$ cat src/rtl/slot_hp_pkg.sv
package slot_hp_pkg;

  // Word indices of the host register window; software decodes these.
  typedef enum logic [1:0] {
    WIN_UP    = 2'd0,
    WIN_DOWN  = 2'd1,
    WIN_EJECT = 2'd2,
    WIN_RMV   = 2'd3
  } win_word_e;

  // Position of the slot-hotplug flag inside the event status byte.
  localparam int STS_HP_BIT = 1;

endpackage

$ cat src/rtl/hp_event_track.sv
module hp_event_track
  import slot_hp_pkg::*;
#(
  parameter int NSLOT = 32,
  parameter int SLW   = $clog2(NSLOT),
  parameter int STSW  = 8
) (
  input  logic             clk,
  input  logic             rst_n,
  input  logic             ev_valid,
  input  logic [SLW-1:0]   ev_slot,
  input  logic             ev_insert,
  input  logic             ev_cold,
  output logic [NSLOT-1:0] up_mask,
  output logic [NSLOT-1:0] down_mask,
  output logic [STSW-1:0]  evt_sts,
  output logic             hot_evt
);

  localparam logic [NSLOT-1:0] ONE = {{(NSLOT-1){1'b0}}, 1'b1};

  function automatic logic [NSLOT-1:0] slot_bit(input logic [SLW-1:0] s);
    return ONE << s;
  endfunction

  logic cold_drop;
  logic [NSLOT-1:0] ev_bit;

  assign cold_drop = ev_valid && ev_cold && ev_insert;
  assign hot_evt   = ev_valid && !cold_drop;
  assign ev_bit    = slot_bit(ev_slot);

  always_ff @(posedge clk) begin
    if (!rst_n) begin
      up_mask   <= '0;
      down_mask <= '0;
      evt_sts   <= '0;
    end else if (hot_evt) begin
      up_mask   <= ev_insert ? ev_bit : '0;
      down_mask <= ev_insert ? '0 : ev_bit;
      evt_sts[STS_HP_BIT] <= 1'b1;
    end
  end

  // a coldplug insertion leaves both masks untouched
  a_r2_cold_no_change: assert property (@(posedge clk) disable iff (!rst_n)
    cold_drop |=> ($stable(up_mask) && $stable(down_mask)));

  // after a hot event exactly one bit is set across the two masks
  a_r3_single_bit: assert property (@(posedge clk) disable iff (!rst_n)
    hot_evt |=> ($countones({up_mask, down_mask}) == 1));

  // a hot event leaves the hotplug status flag set
  a_r4_sts_set: assert property (@(posedge clk) disable iff (!rst_n)
    hot_evt |=> evt_sts[STS_HP_BIT]);

  // the hotplug status flag never falls while out of reset
  a_r4_sts_sticky: assert property (@(posedge clk) disable iff (!rst_n)
    evt_sts[STS_HP_BIT] |=> evt_sts[STS_HP_BIT]);

endmodule

$ cat src/rtl/hp_eject_unit.sv
module hp_eject_unit #(
  parameter int NSLOT = 32,
  parameter int SLW   = $clog2(NSLOT),
  parameter int DW    = 32,
  parameter int IDXW  = $clog2(DW)
) (
  input  logic             clk,
  input  logic             rst_n,
  input  logic             wr_eject,
  input  logic [DW-1:0]    wdata,
  input  logic [NSLOT-1:0] hp_capable,
  output logic             ej_valid,
  output logic [SLW-1:0]   ej_slot
);

  // Returns {found, index} of the lowest set bit.
  function automatic logic [IDXW:0] lowest_set(input logic [DW-1:0] v);
    logic [IDXW:0] r;
    r = '0;
    for (int i = DW - 1; i >= 0; i--) begin
      if (v[i]) r = {1'b1, IDXW'(i)};
    end
    return r;
  endfunction

  logic [IDXW:0]   enc;
  logic            found;
  logic [IDXW-1:0] idx;
  logic            in_range;
  logic            capable;
  logic            fire;

  assign enc      = lowest_set(wdata);
  assign found    = enc[IDXW];
  assign idx      = enc[IDXW-1:0];
  assign in_range = (32'(idx) < NSLOT);
  assign capable  = in_range && hp_capable[SLW'(idx)];
  assign fire     = wr_eject && found && capable;

  always_ff @(posedge clk) begin
    if (!rst_n) begin
      ej_valid <= 1'b0;
      ej_slot  <= '0;
    end else begin
      ej_valid <= fire;
      if (fire) ej_slot <= SLW'(idx);
    end
  end

  // writing zero never yields a request
  a_r8_zero_silent: assert property (@(posedge clk) disable iff (!rst_n)
    (wr_eject && (wdata == '0)) |=> !ej_valid);

  // a request follows a write whose lowest set bit is the reported slot
  a_r6_lowest_bit: assert property (@(posedge clk) disable iff (!rst_n)
    ej_valid |-> ($past(wr_eject)
                  && ((($past(wdata) >> ej_slot) & DW'(1)) == DW'(1))
                  && (($past(wdata) & ((DW'(1) << ej_slot) - DW'(1))) == '0)));

  // the reported slot was hotplug-capable when the write arrived
  a_r7_capable_only: assert property (@(posedge clk) disable iff (!rst_n)
    ej_valid |-> ((($past(hp_capable) >> ej_slot) & NSLOT'(1)) == NSLOT'(1)));

endmodule

$ cat src/rtl/hp_reg_read.sv
module hp_reg_read
  import slot_hp_pkg::*;
#(
  parameter int NSLOT = 32,
  parameter int DW    = 32
) (
  input  logic             clk,
  input  logic             rst_n,
  input  logic             rd_en,
  input  logic [1:0]       rd_word,
  input  logic [NSLOT-1:0] up_mask,
  input  logic [NSLOT-1:0] down_mask,
  input  logic [NSLOT-1:0] hp_capable,
  output logic [DW-1:0]    rdata
);

  logic [DW-1:0] rmv_word;
  logic [DW-1:0] nxt;

  generate
    if (DW > NSLOT) begin : g_pad
      assign rmv_word = {{(DW-NSLOT){1'b1}}, hp_capable};
    end else begin : g_full
      assign rmv_word = DW'(hp_capable);
    end
  endgenerate

  always_comb begin
    unique case (win_word_e'(rd_word))
      WIN_UP:    nxt = DW'(up_mask);
      WIN_DOWN:  nxt = DW'(down_mask);
      WIN_EJECT: nxt = '0;
      WIN_RMV:   nxt = rmv_word;
      default:   nxt = '0;
    endcase
  end

  always_ff @(posedge clk) begin
    if (!rst_n)     rdata <= '0;
    else if (rd_en) rdata <= nxt;
  end

  // the eject word reads as zero
  a_r6_eject_reads_zero: assert property (@(posedge clk) disable iff (!rst_n)
    (rd_en && (rd_word == 2'(WIN_EJECT))) |=> (rdata == '0));

  // removable reads carry the capable mask from the sampling edge
  a_r9_rmv_matches: assert property (@(posedge clk) disable iff (!rst_n)
    (rd_en && (rd_word == 2'(WIN_RMV))) |=> (rdata[NSLOT-1:0] == $past(hp_capable)));

endmodule

$ cat src/rtl/slot_hp_ctrl.sv
module slot_hp_ctrl
  import slot_hp_pkg::*;
#(
  parameter int NSLOT = 32,
  parameter int SLW   = $clog2(NSLOT),
  parameter int DW    = 32,
  parameter int STSW  = 8
) (
  input  logic             clk,
  input  logic             rst_n,
  input  logic             reg_rd,
  input  logic             reg_wr,
  input  logic [1:0]       reg_word,
  input  logic [DW-1:0]    reg_wdata,
  output logic [DW-1:0]    reg_rdata,
  input  logic             ev_valid,
  input  logic [SLW-1:0]   ev_slot,
  input  logic             ev_insert,
  input  logic             ev_cold,
  input  logic [NSLOT-1:0] hp_capable,
  output logic [STSW-1:0]  evt_sts,
  output logic             ej_valid,
  output logic [SLW-1:0]   ej_slot
);

  logic [NSLOT-1:0] up_mask;
  logic [NSLOT-1:0] down_mask;
  logic             hot_evt;
  logic             wr_eject;
  logic             wr_mask;

  assign wr_eject = reg_wr && (reg_word == 2'(WIN_EJECT));
  assign wr_mask  = reg_wr && ((reg_word == 2'(WIN_UP)) || (reg_word == 2'(WIN_DOWN)));

  hp_event_track #(.NSLOT(NSLOT), .SLW(SLW), .STSW(STSW)) u_track (
    .clk       (clk),
    .rst_n     (rst_n),
    .ev_valid  (ev_valid),
    .ev_slot   (ev_slot),
    .ev_insert (ev_insert),
    .ev_cold   (ev_cold),
    .up_mask   (up_mask),
    .down_mask (down_mask),
    .evt_sts   (evt_sts),
    .hot_evt   (hot_evt)
  );

  hp_eject_unit #(.NSLOT(NSLOT), .SLW(SLW), .DW(DW)) u_eject (
    .clk        (clk),
    .rst_n      (rst_n),
    .wr_eject   (wr_eject),
    .wdata      (reg_wdata),
    .hp_capable (hp_capable),
    .ej_valid   (ej_valid),
    .ej_slot    (ej_slot)
  );

  hp_reg_read #(.NSLOT(NSLOT), .DW(DW)) u_read (
    .clk        (clk),
    .rst_n      (rst_n),
    .rd_en      (reg_rd),
    .rd_word    (reg_word),
    .up_mask    (up_mask),
    .down_mask  (down_mask),
    .hp_capable (hp_capable),
    .rdata      (reg_rdata)
  );

  // host writes to the mask words leave the masks as they were
  a_r9_mask_write_ignored: assert property (@(posedge clk) disable iff (!rst_n)
    (wr_mask && !ev_valid) |=> ($stable(up_mask) && $stable(down_mask)));

  // no eject request while in reset
  a_r1_reset_quiet: assert property (@(posedge clk)
    $past(!rst_n) |-> !ej_valid);

endmodule

$ cat config.mk
export PLATFORM = sky130hd
export DESIGN_NAME = slot_hp_ctrl
export DESIGN_NICKNAME = d
export VERILOG_FILES = /design/src/rtl/slot_hp_pkg.sv /design/src/rtl/hp_event_track.sv /design/src/rtl/hp_eject_unit.sv /design/src/rtl/hp_reg_read.sv /design/src/rtl/slot_hp_ctrl.sv
export SDC_FILE = /design/constraint.sdc
export NUM_CORES = 1
export LEC_CHECK = 0
export BUFFER_PORTS_ARGS = -buffer_cell sky130_fd_sc_hd__buf_2
export CAP_MARGIN = 20
export CORE_ASPECT_RATIO = 2
export CORE_MARGIN = 3
export CORE_UTILIZATION = 35
export CTS_BUF_LIST = sky130_fd_sc_hd__clkbuf_2 sky130_fd_sc_hd__clkbuf_4 sky130_fd_sc_hd__clkbuf_8
export DETAILED_ROUTE_END_ITERATION = 16
export SYNTH_ARGS = -nofsm -noshare
export SYNTH_HDL_FRONTEND = slang
export SYNTH_SLANG_ARGS = --single-unit
$ cat constraint.sdc
create_clock -name clk -period 5.5 [get_ports clk]
set_input_delay 0.55 -clock clk [delete_from_list [all_inputs] [get_ports clk]]
set_output_delay 0.55 -clock clk [all_outputs]
set_load 0.02 [all_outputs]
==> results.sh <==
export IMPL_status="finished clean"
export IMPL_required_ns=5.77
export IMPL_crit_path_start="reg_wdata[13]"
export IMPL_vias=4886
export IMPL_area_growth_syn_to_layout_pct=15.7
export IMPL_slew_limit_headroom_pct=31.5
export IMPL_startpoint_type="primary input"
export IMPL_antenna_found_initial=0
export IMPL_die_h_um=182
export IMPL_drt_initial_drc_count=364
export IMPL_grt_pass1_wl_um=25700
export IMPL_critPathBufInv=1
export IMPL_hp_class="flip-flop to flip-flop"
export IMPL_vias_per_cell=5.60
export IMPL_gr_usage_all_layers_pct=19.2
export IMPL_postRouteAntennaNets=0
export IMPL_synth_edf_count=0
export IMPL_post_cts_setup_buffer_count=0
export IMPL_finalClockSkew_ns=0.0165
export IMPL_cp_end_kind="flip-flop"
export IMPL_tns_ns=0
export IMPL_clockBufferDepth=2
export IMPL_rrSetupSlack_ns=4.27
export IMPL_r2r_cells=4
export IMPL_grt_max_degree=65
export IMPL_antennaDiodeCount=0
export IMPL_synth_warning_count=0
export IMPL_worst_pin_slew_ns=1.02
export IMPL_ff_latch_area_um2=2060
export IMPL_drive_gt1_share_pct=27.0
export IMPL_r2r_start="u_track.down_mask[8]$_SDFFE_PN0P_"
export IMPL_yosys_top_cells_area="dfxtp_1, a22oi_1, nor2b_1"
export IMPL_fin_area_um2=6270
export IMPL_crit_end="u_eject.ej_valid$_SDFF_PN0_"
export IMPL_critical_path_class="primary input to flip-flop"
export IMPL_path_cells="buf_2 -> o31ai_1 -> o211ai_1 -> o21ai_2 -> mux4_1 -> a21oi_1 -> or2_4 -> a31oi_4 -> and2_1"
export IMPL_cap_violations=0
export IMPL_routed_wl_um=16800
export IMPL_fillCellCount=1548
export IMPL_die_area_um2=17100
export IMPL_period_share_pct=53.7
export IMPL_grt_pass1_vias=4799
export IMPL_highest_layer="met4"
export IMPL_total_power_w=0.00149
export IMPL_synthesis_instances=589
export IMPL_crit_family="compound AO/OA/AOI/OAI gates"
export IMPL_ys_seq_area_share_pct=38.1
export IMPL_hold_viol_final=0
export IMPL_synthArstFlopShare_pct=0
export IMPL_finalSetupViolations=0
export IMPL_place_area_um2=6080
export IMPL_ys_flop_type="dfxtp_1"
export IMPL_cts_buffers=9
export IMPL_rows=63
export IMPL_avgSynthCellArea_um2=9.20
export IMPL_cts_htree_levels=3
export IMPL_cts_resized=0
export IMPL_insertion_delay_ns=0.37
export IMPL_drt_met1_wl_um=6300
export IMPL_hold_buffers=0
export IMPL_max_freq_ghz=0.338
export IMPL_reg2reg_to="u_read.rdata[8]$_SDFFE_PN0P_"
export IMPL_cpMaxStageDelayCell="mux4_1"
export IMPL_powerDensity_nw_per_um2=238
export IMPL_rsz0062_at_grt="false"
export IMPL_clock_root_buffer="clkbuf_8"
export IMPL_netlist_area_um2=5420
export IMPL_slowest_delay_ns=0.64
export IMPL_yosysTopAreaCellShare_pct=38.1
export IMPL_hpwlAfterDp_um=12600
export IMPL_cts_sinks=103
export IMPL_start_util_pct=36.2
export IMPL_worstPathArrival_ns=3.23
export IMPL_chipWidth_um=94.0
export IMPL_ys_ff_latch=103
export IMPL_core_area_um2=15000
export IMPL_first_pass_iters=4
export IMPL_post_route_min_period_ns=2.95
export IMPL_met3_length_um=884
export IMPL_nNetsFinal=751
export IMPL_multi_input_area_um2=3130
export IMPL_wl_met2_um=8740
export IMPL_route_detailed_drc=0
export IMPL_yosysTopAreaCell="dfxtp_1"
export IMPL_io_buffers=116
export IMPL_io_pins=124
export IMPL_gr_total_overflow=0
export IMPL_crit_cells=9
export IMPL_path_clk_slew_ns=0.10
export IMPL_routedWlPerCell_um=19.2
export IMPL_cts_tree="yes"
export IMPL_routabilityCongestion=0.837
export IMPL_synthDistinctLibCells=55
export IMPL_leakage_nw=2.66
export IMPL_maxSlewViolCount=0
export IMPL_irDropWorstVdd_mv=0.109
export IMPL_crit_fanout=12
-- state kept, by name, indices dropped and copies added (netlist names) --
name and count:
u_eject.ej_slot 5, u_eject.ej_valid 1, u_read.rdata 32, u_track.down_mask 32, u_track.evt_sts 1, u_track.up_mask 32
-- kinds of logic after synthesis --
family,count (synthesis),synth area share [%]
buffers and inverters,58,4.64
other,1,0.0692
multiplexers,46,9.84
flip-flops,103,38.1
AO/OA/AOI/OAI,176,27.4
AND/OR/NAND/NOR,205,20.0
-- final cells by class --
type	instances	area share, %
Clock buffer	10	2.10
Timing Repair Buffer	120	9.94
Multi-Input combinational cell	434	50.0
Inverter	5	0.299
Clock inverter	6	0.918
Tap cell	195	3.89
Sequential cell	103	32.9
-- through the flow --
step / setup WS, ns / hold WS (ns) / util, % / instances
6_report: 2.55 / 0.469 / 41.9 / 873
3_3_place_gp: 2.19 / 0.442 / 40.5 / 856
3_5_place_dp: 2.15 / 0.458 / 40.6 / 857
2_1_floorplan: 2.87 / 0.472 / - / 595
4_1_cts: 2.56 / 0.477 / 41.9 / 873
5_1_grt: 2.37 / 0.488 / 41.9 / 873
-- cell usage after synthesis (8+ instances only) --
master    instances
o211a_1          34
mux2i_1          12
clkbuf_1         44
dfxtp_1         103
nor2_1           31
and2_1            9
nand2_1          55
a32oi_1          16
nor3_1            8
a22oi_1          80
nor2b_1          72
mux2_2           32
-- layer usage --
metal  global-route usage [%]  vias up
li1                         -     2348
met1                     21.1     2299
met2                     34.2      199
met3                     2.69       40
met4                     11.3        0
met5                        0        -
-- placed cells by master (no fill, tap or decap), drive strengths merged, types with 8 or more instances in the layout --
cell	instances
buf	120
dfxtp	103
a22oi	80
nor2b	72
nand2	55
o211a	34
mux2	32
nor2	32
a32oi	16
mux2i	12
clkbuf	10
and2	9
nor3	8
nor4	8
-- report_power, final --
part	internal, W	switching, W
sequential	0.000763	0.00000871
clock	0.000177	0.000278
combinational	0.0000986	0.000165
-- worst reg2reg max path, delay by kind of cell, from the launching register on --
| kind | cells | cell delay (ns) |
|---|---|---|
| flip-flops | 1 | 0.32 |
| AND/OR/NAND/NOR | 1 | 0.11 |
| multiplexers | 1 | 0.25 |
| AO/OA/AOI/OAI | 2 | 0.46 |
-- worst min-delay path by stage --
stage | from | to | slack (ns) | depth (start not counted)
after detailed placement | u_track.evt_sts[1]$_SDFFE_PN0P_ | u_track.evt_sts[1]$_SDFFE_PN0P_ | 0.46 | 1
after global placement | u_eject.ej_slot[4]$_SDFFE_PN0P_ | u_eject.ej_slot[4]$_SDFFE_PN0P_ | 0.44 | 2
after floorplan | u_track.down_mask[24]$_SDFFE_PN0P_ | u_track.down_mask[24]$_SDFFE_PN0P_ | 0.47 | 2
after global routing | u_eject.ej_slot[4]$_SDFFE_PN0P_ | u_eject.ej_slot[4]$_SDFFE_PN0P_ | 0.49 | 2
final | u_eject.ej_slot[1]$_SDFFE_PN0P_ | u_eject.ej_slot[1]$_SDFFE_PN0P_ | 0.47 | 2
after CTS | u_eject.ej_slot[4]$_SDFFE_PN0P_ | u_eject.ej_slot[4]$_SDFFE_PN0P_ | 0.48 | 2
No activity file was read; power rests on OpenSTA's default activity.
